### src/rtl/boost_seq_pkg.sv
package boost_seq_pkg;
  typedef enum logic [2:0] {
    ST_OFF, ST_PRE, ST_SS_HALF, ST_SS_FULL, ST_RUN, ST_RETRY, ST_HOLD
  } bst_state_e;

  typedef enum logic [2:0] {
    FLT_NONE  = 3'b000,
    FLT_OVP   = 3'b001,
    FLT_OVLD  = 3'b010,
    FLT_UVLO  = 3'b011,
    FLT_THERM = 3'b101
  } bst_fault_e;
endpackage

### src/rtl/boost_seq_req.sv
module boost_seq_req (
  input  logic otg_pin_i,
  input  logic otg_en_i,
  input  logic otg_pol_i,
  input  logic hz_mode_i,
  input  logic opa_mode_i,
  output logic pin_req_o,
  output logic want_o
);
  logic pin_active;
  always_comb begin
    pin_active = otg_pol_i ? otg_pin_i : ~otg_pin_i;
    pin_req_o  = otg_en_i & pin_active;
    // pin path bypasses hz; register path does not
    want_o     = pin_req_o | (opa_mode_i & ~hz_mode_i);
  end
endmodule

### src/rtl/boost_seq_tmr.sv
module boost_seq_tmr #(
  parameter int unsigned W = 8
) (
  input  logic         clk_i,
  input  logic         rst_ni,
  input  logic         clr_i,
  input  logic         tick_i,
  output logic [W-1:0] cnt_o
);
  always_ff @(posedge clk_i or negedge rst_ni) begin
    if (!rst_ni)                  cnt_o <= '0;
    else if (clr_i)               cnt_o <= '0;
    else if (tick_i && cnt_o != '1) cnt_o <= cnt_o + 1'b1;
  end
endmodule

### src/rtl/boost_seq_flt.sv
module boost_seq_flt
  import boost_seq_pkg::*;
(
  input  logic       active_i,
  input  logic       thermal_i,
  input  logic       ovp_i,
  input  logic       bat_run_ok_i,
  input  logic       ovld_i,
  output logic       hit_o,
  output bst_fault_e code_o
);
  always_comb begin
    hit_o  = 1'b0;
    code_o = FLT_NONE;
    if (active_i) begin
      if (thermal_i) begin
        hit_o = 1'b1; code_o = FLT_THERM;
      end else if (ovp_i) begin
        hit_o = 1'b1; code_o = FLT_OVP;
      end else if (!bat_run_ok_i) begin
        hit_o = 1'b1; code_o = FLT_UVLO;
      end else if (ovld_i) begin
        hit_o = 1'b1; code_o = FLT_OVLD;
      end
    end
  end
endmodule

### src/rtl/boost_seq.sv
module boost_seq
  import boost_seq_pkg::*;
#(
  parameter int unsigned PRE_US         = 560,
  parameter int unsigned SS_HALF_US     = 128,
  parameter int unsigned SS_FULL_US     = 384,
  parameter int unsigned OC_US          = 50,
  parameter int unsigned RETRY_FIRST_US = 5200,
  parameter int unsigned RETRY_US       = 5000
) (
  input  logic       clk_i,
  input  logic       rst_ni,
  input  logic       tick_us_i,
  input  logic       otg_pin_i,
  input  logic       otg_en_i,
  input  logic       otg_pol_i,
  input  logic       hz_mode_i,
  input  logic       opa_mode_i,
  input  logic       pmid_ok_i,
  input  logic       vbus_ok_i,
  input  logic       bat_start_ok_i,
  input  logic       bat_run_ok_i,
  input  logic       ovp_i,
  input  logic       ilim_i,
  input  logic       thermal_i,
  output logic       lin_en_o,
  output logic       sw_en_o,
  output logic       ilim_full_o,
  output logic [2:0] fault_o,
  output logic       clr_opa_o
);
  localparam int unsigned M0 = PRE_US > SS_HALF_US ? PRE_US : SS_HALF_US;
  localparam int unsigned M1 = M0 > SS_FULL_US ? M0 : SS_FULL_US;
  localparam int unsigned M2 = M1 > RETRY_FIRST_US ? M1 : RETRY_FIRST_US;
  localparam int unsigned MAXLIM = M2 > RETRY_US ? M2 : RETRY_US;
  localparam int unsigned CW  = $clog2(MAXLIM + 1) + 1;
  localparam int unsigned OCW = $clog2(OC_US + 2) + 1;
  localparam logic [CW-1:0]  PRE_LAST  = CW'(PRE_US - 1);
  localparam logic [CW-1:0]  SSH_LAST  = CW'(SS_HALF_US - 1);
  localparam logic [CW-1:0]  SSF_LAST  = CW'(SS_FULL_US - 1);
  localparam logic [CW-1:0]  RTF_LAST  = CW'(RETRY_FIRST_US - 1);
  localparam logic [CW-1:0]  RTN_LAST  = CW'(RETRY_US - 1);
  localparam logic [OCW-1:0] OC_LAST   = OCW'(OC_US);

  bst_state_e state_q, state_d;
  bst_fault_e flt_code, fault_q;
  logic       pin_req, want;
  logic       flt_hit, ovld, active, phase_exp, rearm, first_q, clr_q;
  logic [CW-1:0]  ph_cnt, ph_lim;
  logic [OCW-1:0] oc_cnt;
  logic           ph_clr, oc_clr;

  boost_seq_req u_req (
    .otg_pin_i  (otg_pin_i),
    .otg_en_i   (otg_en_i),
    .otg_pol_i  (otg_pol_i),
    .hz_mode_i  (hz_mode_i),
    .opa_mode_i (opa_mode_i),
    .pin_req_o  (pin_req),
    .want_o     (want)
  );

  boost_seq_tmr #(.W(CW)) u_ph_tmr (
    .clk_i  (clk_i),
    .rst_ni (rst_ni),
    .clr_i  (ph_clr),
    .tick_i (tick_us_i),
    .cnt_o  (ph_cnt)
  );

  boost_seq_tmr #(.W(OCW)) u_oc_tmr (
    .clk_i  (clk_i),
    .rst_ni (rst_ni),
    .clr_i  (oc_clr),
    .tick_i (tick_us_i),
    .cnt_o  (oc_cnt)
  );

  boost_seq_flt u_flt (
    .active_i     (active),
    .thermal_i    (thermal_i),
    .ovp_i        (ovp_i),
    .bat_run_ok_i (bat_run_ok_i),
    .ovld_i       (ovld),
    .hit_o        (flt_hit),
    .code_o       (flt_code)
  );

  always_comb begin
    unique case (state_q)
      ST_PRE:     ph_lim = PRE_LAST;
      ST_SS_HALF: ph_lim = SSH_LAST;
      ST_SS_FULL: ph_lim = SSF_LAST;
      ST_RETRY:   ph_lim = first_q ? RTF_LAST : RTN_LAST;
      default:    ph_lim = '1;
    endcase
  end

  assign phase_exp = tick_us_i && (ph_cnt == ph_lim);
  assign active = (state_q == ST_PRE) || (state_q == ST_SS_HALF) ||
                  (state_q == ST_SS_FULL) || (state_q == ST_RUN);
  assign ovld = ((state_q == ST_PRE) && phase_exp && !pmid_ok_i) ||
                ((state_q == ST_SS_FULL) && phase_exp && !vbus_ok_i) ||
                ((state_q == ST_RUN) && tick_us_i && ilim_i && (oc_cnt == OC_LAST));
  assign oc_clr = !((state_q == ST_RUN) && ilim_i);

  always_comb begin
    state_d = state_q;
    rearm   = 1'b0;
    if (!want && state_q != ST_OFF) begin
      state_d = ST_OFF;
    end else if (flt_hit) begin
      state_d = pin_req ? ST_RETRY : ST_HOLD;
    end else begin
      unique case (state_q)
        ST_OFF:     if (want && bat_start_ok_i) state_d = ST_PRE;
        ST_PRE:     if (pmid_ok_i) state_d = ST_SS_HALF;
        ST_SS_HALF: if (vbus_ok_i) state_d = ST_RUN;
                    else if (phase_exp) state_d = ST_SS_FULL;
        ST_SS_FULL: if (vbus_ok_i) state_d = ST_RUN;
        ST_RUN:     state_d = ST_RUN;
        ST_RETRY: begin
          if (!pin_req) state_d = ST_HOLD;
          else if (phase_exp) begin
            if (bat_start_ok_i) state_d = ST_PRE;
            else rearm = 1'b1;
          end
        end
        default:    state_d = state_q;
      endcase
    end
  end

  assign ph_clr = (state_d != state_q) || rearm;

  always_ff @(posedge clk_i or negedge rst_ni) begin
    if (!rst_ni) begin
      state_q <= ST_OFF;
      fault_q <= FLT_NONE;
      clr_q   <= 1'b0;
      first_q <= 1'b1;
    end else begin
      state_q <= state_d;
      clr_q   <= flt_hit && want;
      if (flt_hit && want)                             fault_q <= flt_code;
      else if (state_d == ST_RUN && state_q != ST_RUN) fault_q <= FLT_NONE;
      if (state_q == ST_OFF)                           first_q <= 1'b1;
      else if (state_q == ST_RETRY && phase_exp)       first_q <= 1'b0;
    end
  end

  assign lin_en_o    = (state_q == ST_PRE);
  assign sw_en_o     = (state_q == ST_SS_HALF) || (state_q == ST_SS_FULL) || (state_q == ST_RUN);
  assign ilim_full_o = (state_q == ST_SS_FULL) || (state_q == ST_RUN);
  assign fault_o     = fault_q;
  assign clr_opa_o   = clr_q;
endmodule

### config.mk
export PLATFORM = sky130hd
export DESIGN_NAME = boost_seq
export DESIGN_NICKNAME = d
export VERILOG_FILES = /design/src/rtl/boost_seq_pkg.sv /design/src/rtl/boost_seq_req.sv /design/src/rtl/boost_seq_tmr.sv /design/src/rtl/boost_seq_flt.sv /design/src/rtl/boost_seq.sv
export SDC_FILE = /design/constraint.sdc
export NUM_CORES = 1
export LEC_CHECK = 0
export BUFFER_PORTS_ARGS = -buffer_cell sky130_fd_sc_hd__buf_2
export CAP_MARGIN = 10
export CORE_MARGIN = 1
export CORE_UTILIZATION = 50
export CTS_BUF_LIST = sky130_fd_sc_hd__clkbuf_16
export CTS_CLUSTER_SIZE = 25
export DETAILED_ROUTE_END_ITERATION = 8
export PLACE_DENSITY = 0.72
export SKIP_CTS_REPAIR_TIMING = 1
export SKIP_LAST_GASP = 1
export SLEW_MARGIN = 40
export SYNTH_ARGS = -nofsm -noshare
export SYNTH_HDL_FRONTEND = slang
export SYNTH_SLANG_ARGS = --single-unit
### constraint.sdc
create_clock -name clk_i -period 2.4 [get_ports clk_i]
set_input_delay 0.12 -clock clk_i [delete_from_list [all_inputs] [get_ports clk_i]]
set_output_delay 0.12 -clock clk_i [all_outputs]
set_load 0.005 [all_outputs]
Word-level counts from Yosys, hierarchy flattened
Cells that the tools add are included.
{ "word_totals": {"register_bits": 29, "latch_bits": 0, "mem_bits_rw": 0, "mem_bits_ro": 0, "inputBits": 15, "out_inout_bits": 7, "word_cells": 98, "memories": 0} }
{ "op_classes": {"addsub": 2, "n_mul": 0, "n_div": 0, "magnitude_cmp": 0, "eq_ne": 13, "n_shift": 0, "n_mux": 39, "bitwise_logic": 5, "n_reduce_logical": 33} }
{ "op_table": {"columns": ["cell", "count"], "rows": [
  ["$pmux W14 S4", 1],
  ["$mux W3", 16],
  ["$mux W14", 2],
  ["$pmux W3 S6", 1],
  ["$logic_and A1 B1 Y1", 16],
  ["$add A14 B1 Y14 const B", 1],
  ["$eq A14 B14 Y1", 1],
  ["$mux W1", 14],
  ["$mux W7", 2],
  ["$ne A14 B14 Y1 const B", 1],
  ["$mux W11", 1],
  ["$eq A3 B3 Y1 const B", 3],
  ["$logic_or A1 B1 Y1", 9],
  ["$add A7 B1 Y7 const B", 1],
  ["$eq A7 B6 Y1 const B", 1],
  ["$ne A7 B7 Y1 const B", 1],
  ["$eq A3 B2 Y1 const B", 2],
  ["$reduce_bool A2 Y1", 3],
  ["$mux W2", 2],
  ["$eq A3 B1 Y1 const B", 1],
  ["$logic_not A1 Y1", 3],
  ["$logic_not A3 Y1", 1],
  ["$ne A3 B3 Y1", 1],
  ["$ne A3 B3 Y1 const B", 1],
  ["other kinds (5)", 7]
]} }

Depth between registers and ports, before layout
{ "logic_depth": {"depth_word": 19, "depth_mapped": 11, "mapped_depth_nobuf": 9} }

Hierarchy
A second synthesis with hierarchy kept.
{ "unflattened": {"hier_cells": 264, "area_unflattened_um2": 2257.2} }
{ "modules_own_cells": {"columns": ["mod", "n_inst", "cells_each", "area_each_um2"], "rows": [
  ["boost_seq", 1, 128, 957.2],
  ["boost_seq_tmr (u_ph_tmr)", 1, 85, 803.3],
  ["boost_seq_tmr (u_oc_tmr)", 1, 41, 427.9],
  ["boost_seq_flt", 1, 6, 40.0],
  ["boost_seq_req", 1, 4, 28.8]
]} }

Least setup slack after synthesis
No wires, ideal clock.
{ "synth_timing": {"path_type": "register to register", "from": "register u_ph_tmr.cnt_o[10]", "to": "register u_ph_tmr.cnt_o[0]", "setup_ns": 0.131, "t_arrival_ns": 2.440, "setup_slack_ns": -0.170, "path_stages_with_launch": 10, "n_path_buf": 1, "synth_period_minus_slack_ns": 2.570, "cell_sequence": "dfrtp_1 > or4b_1 > o32ai_1 > o22ai_2 > nor4_4 > a21boi_1 > a221oi_1 > a2bb2oi_2 > buf_6 > nor4_2"} }
{ "synth_between": {"elab_chain_cells": 16, "word_cells_on_any_way": 31} }
{ "synth_lines": {"columns": ["element", "line", "source"], "rows": [
  ["from (decl)", "boost_seq_tmr.sv:8", "output logic [W-1:0] cnt_o"],
  ["from (signal assigned)", "boost_seq_tmr.sv:13", "else if (tick_i && cnt_o != '1) cnt_o <= cnt_o + 1'b1;"],
  ["$eq A14 B14 Y1", "boost_seq.sv:99", "assign phase_exp = tick_us_i && (ph_cnt == ph_lim);"],
  ["$logic_and A1 B1 Y1", "boost_seq.sv:99", null],
  ["$logic_and A1 B1 Y1 (on tied branches) (2 in series)", "boost_seq.sv:102, boost_seq.sv:103", null],
  ["$logic_or A1 B1 Y1", "boost_seq.sv:102", "assign ovld = ((state_q == ST_PRE) && phase_exp && !pmid_ok_i) ||"],
  ["$logic_or A1 B1 Y1", "boost_seq.sv:103", "((state_q == ST_SS_FULL) && phase_exp && !vbus_ok_i) ||"],
  ["$mux W1", "boost_seq_flt.sv:22", "end else if (ovld_i) begin"],
  ["$mux W1", "boost_seq_flt.sv:20", "end else if (!bat_run_ok_i) begin"],
  ["$mux W1", "boost_seq_flt.sv:18", "end else if (ovp_i) begin"],
  ["$mux W1", "boost_seq_flt.sv:16", "if (thermal_i) begin"],
  ["$mux W1", "boost_seq_flt.sv:15", "if (active_i) begin"],
  ["$mux W3", "boost_seq.sv:112", "end else if (flt_hit) begin"],
  ["$mux W3", "boost_seq.sv:110", "if (!want && state_q != ST_OFF) begin"],
  ["$ne A3 B3 Y1", "boost_seq.sv:134", "assign ph_clr = (state_d != state_q) || rearm;"],
  ["$logic_or A1 B1 Y1", "boost_seq.sv:134", null],
  ["$mux W14 or $reduce_bool A2 Y1 (tied branches)", null, null]
]} }
Several ways; a longest one is shown, not always the timed one.
A chain may end at the register's enable or synchronous reset.

Worst setup path after layout
{ "layout_timing": {"from": "register state_q[1]", "to": "register u_ph_tmr.cnt_o[12]"} }
{ "layout_between": {"elab_chain_cells": 18, "word_cells_on_any_way": 48} }
{ "layout_lines": {"columns": ["element", "line", "source"], "rows": [
  ["from (decl)", "boost_seq.sv:45", "bst_state_e state_q, state_d;"],
  ["from (signal assigned)", "boost_seq.sv:143", "state_q <= state_d;"],
  ["$eq A3 B3 Y1 (tied with other cells)", "boost_seq.sv:90, boost_seq.sv:115", null],
  ["$pmux W14 S4", "boost_seq.sv:90", "unique case (state_q)"],
  ["$eq A14 B14 Y1", "boost_seq.sv:99", null],
  ["$logic_and A1 B1 Y1", "boost_seq.sv:99", null],
  ["$logic_and A1 B1 Y1 (on tied branches) (2 in series)", "boost_seq.sv:102, boost_seq.sv:103", null],
  ["$logic_or A1 B1 Y1", "boost_seq.sv:102", null],
  ["$logic_or A1 B1 Y1", "boost_seq.sv:103", null],
  ["$mux W1", "boost_seq_flt.sv:22", null],
  ["(+2 left out)", null, null],
  ["$mux W1", "boost_seq_flt.sv:16", null],
  ["$mux W1", "boost_seq_flt.sv:15", null],
  ["$mux W3", "boost_seq.sv:112", null],
  ["$mux W3 (*)", "boost_seq.sv:110", null],
  ["via state_d[1]", "boost_seq.sv:45", null],
  ["$ne A3 B3 Y1 (*)", "boost_seq.sv:134", null],
  ["$logic_or A1 B1 Y1 (*)", "boost_seq.sv:134", null],
  ["$mux W14 or $reduce_bool A2 Y1 (tied branches)", null, null]
]} }
Mark *: on every way through the listed nets, which the timed path passes. The rest lies on a longest branch.

==> flow_summary_export.csv <==
group,metric,value,unit
run_status,status,"complete, but fails checks",
run_status,failed_checks,"negative setup slack",
sta,setup_ws,-0.350,ns
synth,synth.distinct_cells,61,
sta,finalSetupViolCount,18,
pwr,max-vdd-ir-drop,0.648,mV
pwr,switching_share,0.456,
cts,cts_tree,"built",
pwr,p_switching,1.77,mW
synth,avgSynthCellArea,9.27,um^2
finish,nets,337,
sta,fin_tns_setup,-5.52,ns
routing,avgRoutedWirePerCell,17.8,um
global_route,grt_pass1_wl,8870,um
synth,synth_area,2200,um^2
routing,drtIter0Drc,169,
setup_path,end_kind,"flip-flop",
placed_design,gp_congestion,0.889,
synth,syn-num-nets,255,
pwr,pwr-share-seq,0.162,
finish,fin_util,0.784,
synth,synth_area_leaders,"dfrtp_1, nor4_2, nand2_1",
finish,drive_above_1_share,0.441,
finish,design_area,3220,um^2
finish,synthToLayoutAreaGrowth,46.8,%
pwr,p_int,2.11,mW
die,die_w,68.3,um
setup_path,cp.required,2.55,ns
routing,ant_nets,0,
setup_path,worstRegToRegCells,10,
sta,finClkSkew,0.00431,ns
die,die_area,4660,um^2
synth,ys.flop_type,"dfrtp_1",
run,max-cap-violations,0,
placed_design,dp_hpwl,4090,um
die,core-area,4120,um^2
pwr,power_density,1200,nW/um^2
global_route,grt_pass1_vias,1920,
sta,max_freq,364,MHz
die,rows,23,
synth,async_flop_share,1.00,
setup_path,crit_path_max_fanout,7,
worst_hold_path,hold_path.class,"primary input to flip-flop",
routing,viasPerCell,6.07,
sta,tightest_slew,0.673,ns
setup_path,worstSetupStartpointType,"flip-flop",
pwr,clock_power_share,0.152,
sta,drv_slew,0,
cts,clock_latency,0.27,ns
cts,htreeDepth,2,
global_route,grt_max_degree,30,
cts,clk_pin_slew_worst_paths,0.05,ns
sta,period_needed,2.75,ns
synth,yosysSeqAreaShare,0.331,
synth,yosys.area.top_type_share,0.319,
synth,syn_inst,237,
routing,dr.pass1.iters,5,
die,start_util,0.534,
worst_hold_path,whs_path_depth,3,
sta,fin_hold_ws,0.173,ns
cts,cts.sinks,29,
finish,antenna_cells,0,
cts,cts-root-buf,"clkbuf_16",
sta,rsz0062_at_grt,"yes",
global_route,grt.overflow.total,0,
pwr,finalPower,3.88,mW
sta,period_share,1.15,
global_route,grt_usage,0.267,
sta,hold_viol,0,
synth,yosysTopAreaCell,"dfrtp_1",
global_route,antenna_found_initial,0,
placed_design,place_area,2760,um^2
pwr,p_leak,1.35,nW
cts,clk_path_buf_depth,2,
die,die_h,68.3,um
synth,synth_commonest_cells,"dfrtp_1, nand2_1, nor2_1, a21oi_1, o21ai_0",
routing,num_vias,2245,
synth,synth_warnings,0,
setup_path,crit_arrival,2.90,ns
sta,slew_headroom,0.552,
pwr,p_comb_frac,0.686,
die,ios,22,
cts,cts_buffers,5,
synth,yosysMostFrequentCell,"dfrtp_1",
setup_path,critical_path_class,"flip-flop to flip-flop",
routing,drc,0,
placed_design,port_buffers,21,
synth,ys_ff_latch,29,
routing,wl,6580,um
synth,synth_edf_count,0,
-- layout by cell type, fill, tap and decap left out, types with 4 or more instances in the layout --
| master | synthesis | layout |
|---|---|---|
| buf_4 | 3 | 57 |
| dfrtp_1 | 28 | 26 |
| nand2_1 | 25 | 25 |
| nor2_1 | 21 | 21 |
| buf_2 | 2 | 21 |
| nor4_4 | 1 | 14 |
| a21oi_1 | 15 | 13 |
| xnor2_1 | 10 | 10 |
| xor2_1 | 10 | 10 |
| o21ai_0 | 11 | 9 |
| inv_1 | 7 | 8 |
| nand4_1 | 7 | 7 |
| nand3_1 | 6 | 6 |
| clkbuf_16 | 0 | 6 |
| nor3_1 | 4 | 4 |
-- state kept, by name, indices dropped and copies added (netlist names) --
name / flops
u_ph_tmr.cnt_o: 14
u_oc_tmr.cnt_o: 7
fault_o: 3
state_q: 3
clr_opa_o: 1
first_q: 1
-- worst paths after layout --
path | from | to | slack, ns
worst max register to register | state_q[1]$_DFF_PN0_ | u_ph_tmr.cnt_o[12]$_DFFE_PN0P_ | -0.35
max in group asynchronous | rst_ni | state_q[1]$_DFF_PN0_ | 1.51
worst max-delay path | state_q[1]$_DFF_PN0_ | u_ph_tmr.cnt_o[12]$_DFFE_PN0P_ | -0.35
min in group asynchronous | rst_ni | u_ph_tmr.cnt_o[8]$_DFFE_PN0P_ | 0.42
worst min register to register | u_oc_tmr.cnt_o[6]$_DFFE_PN0P_ | u_oc_tmr.cnt_o[6]$_DFFE_PN0P_ | 0.57
worst min-delay path | thermal_i | fault_o[2]$_DFFE_PN0P_ | 0.17
-- power by group through the flow --
stage	clock, mW	combinational (mW)	sequential (mW)
final	0.588	2.66	0.627
after global routing	0.616	2.82	0.635
after CTS	0.593	1.96	0.626
after detailed placement	0	1.95	0.632
after global placement	0	1.92	0.633
after floorplan	0	1.20	0.618
-- routing by layer --
metal / global-route usage / vias to the layer above / share of wire / wire length, um
met3: 0.0433 / 24 / 0.068 / 449
met4: 0.115 / 0 / 0.039 / 256
li1: - / 1037 / - / -
met1: 0.339 / 1064 / 0.41 / 2700
met5: 0 / - / 0 / 0
met2: 0.442 / 120 / 0.48 / 3180
-- critical path: stages (launching register included) --
cell and delay (ns):
dfrtp_2 0.46, buf_4 0.16, nor2_4 0.12, nand3_2 0.10, or4_4 0.56, a21boi_4 0.17
a21bo_4 0.21, mux2i_4 0.32, xor2_4 0.25, clkbuf_16 0.23, nor4_4 0.04
-- metrics by stage --
stage | instances | worst slack, ns
6_report | 370 | -0.350
5_1_grt | 370 | -0.483
4_1_cts | 363 | -0.333
3_5_place_dp | 355 | -0.307
3_3_place_gp | 355 | -0.271
2_1_floorplan | 237 | -0.104
-- cells by family (layout without fill, tap and decap cells) --
family,Yosys count,count (layout),share of synthesized area
simple gates,108,108,0.303
compound gates,50,50,0.165
xor+xnor,21,21,0.0872
buf+inv,20,103,0.0638
fa+ha+maj,3,3,0.0171
mux,6,6,0.0336
flops,29,29,0.331
-- layout make-up --
class / count / area [um^2]
clock buffers: 5 / 125
clock inverters: 3 / 13.8
fillers: 249 / 891
inverters: 8 / 30.0
multi-input cells: 188 / 1590
flip-flops and latches: 29 / 729
well taps: 50 / 62.6
repair buffers: 87 / 676
Note: power is estimated with default switching activity, not from simulation.
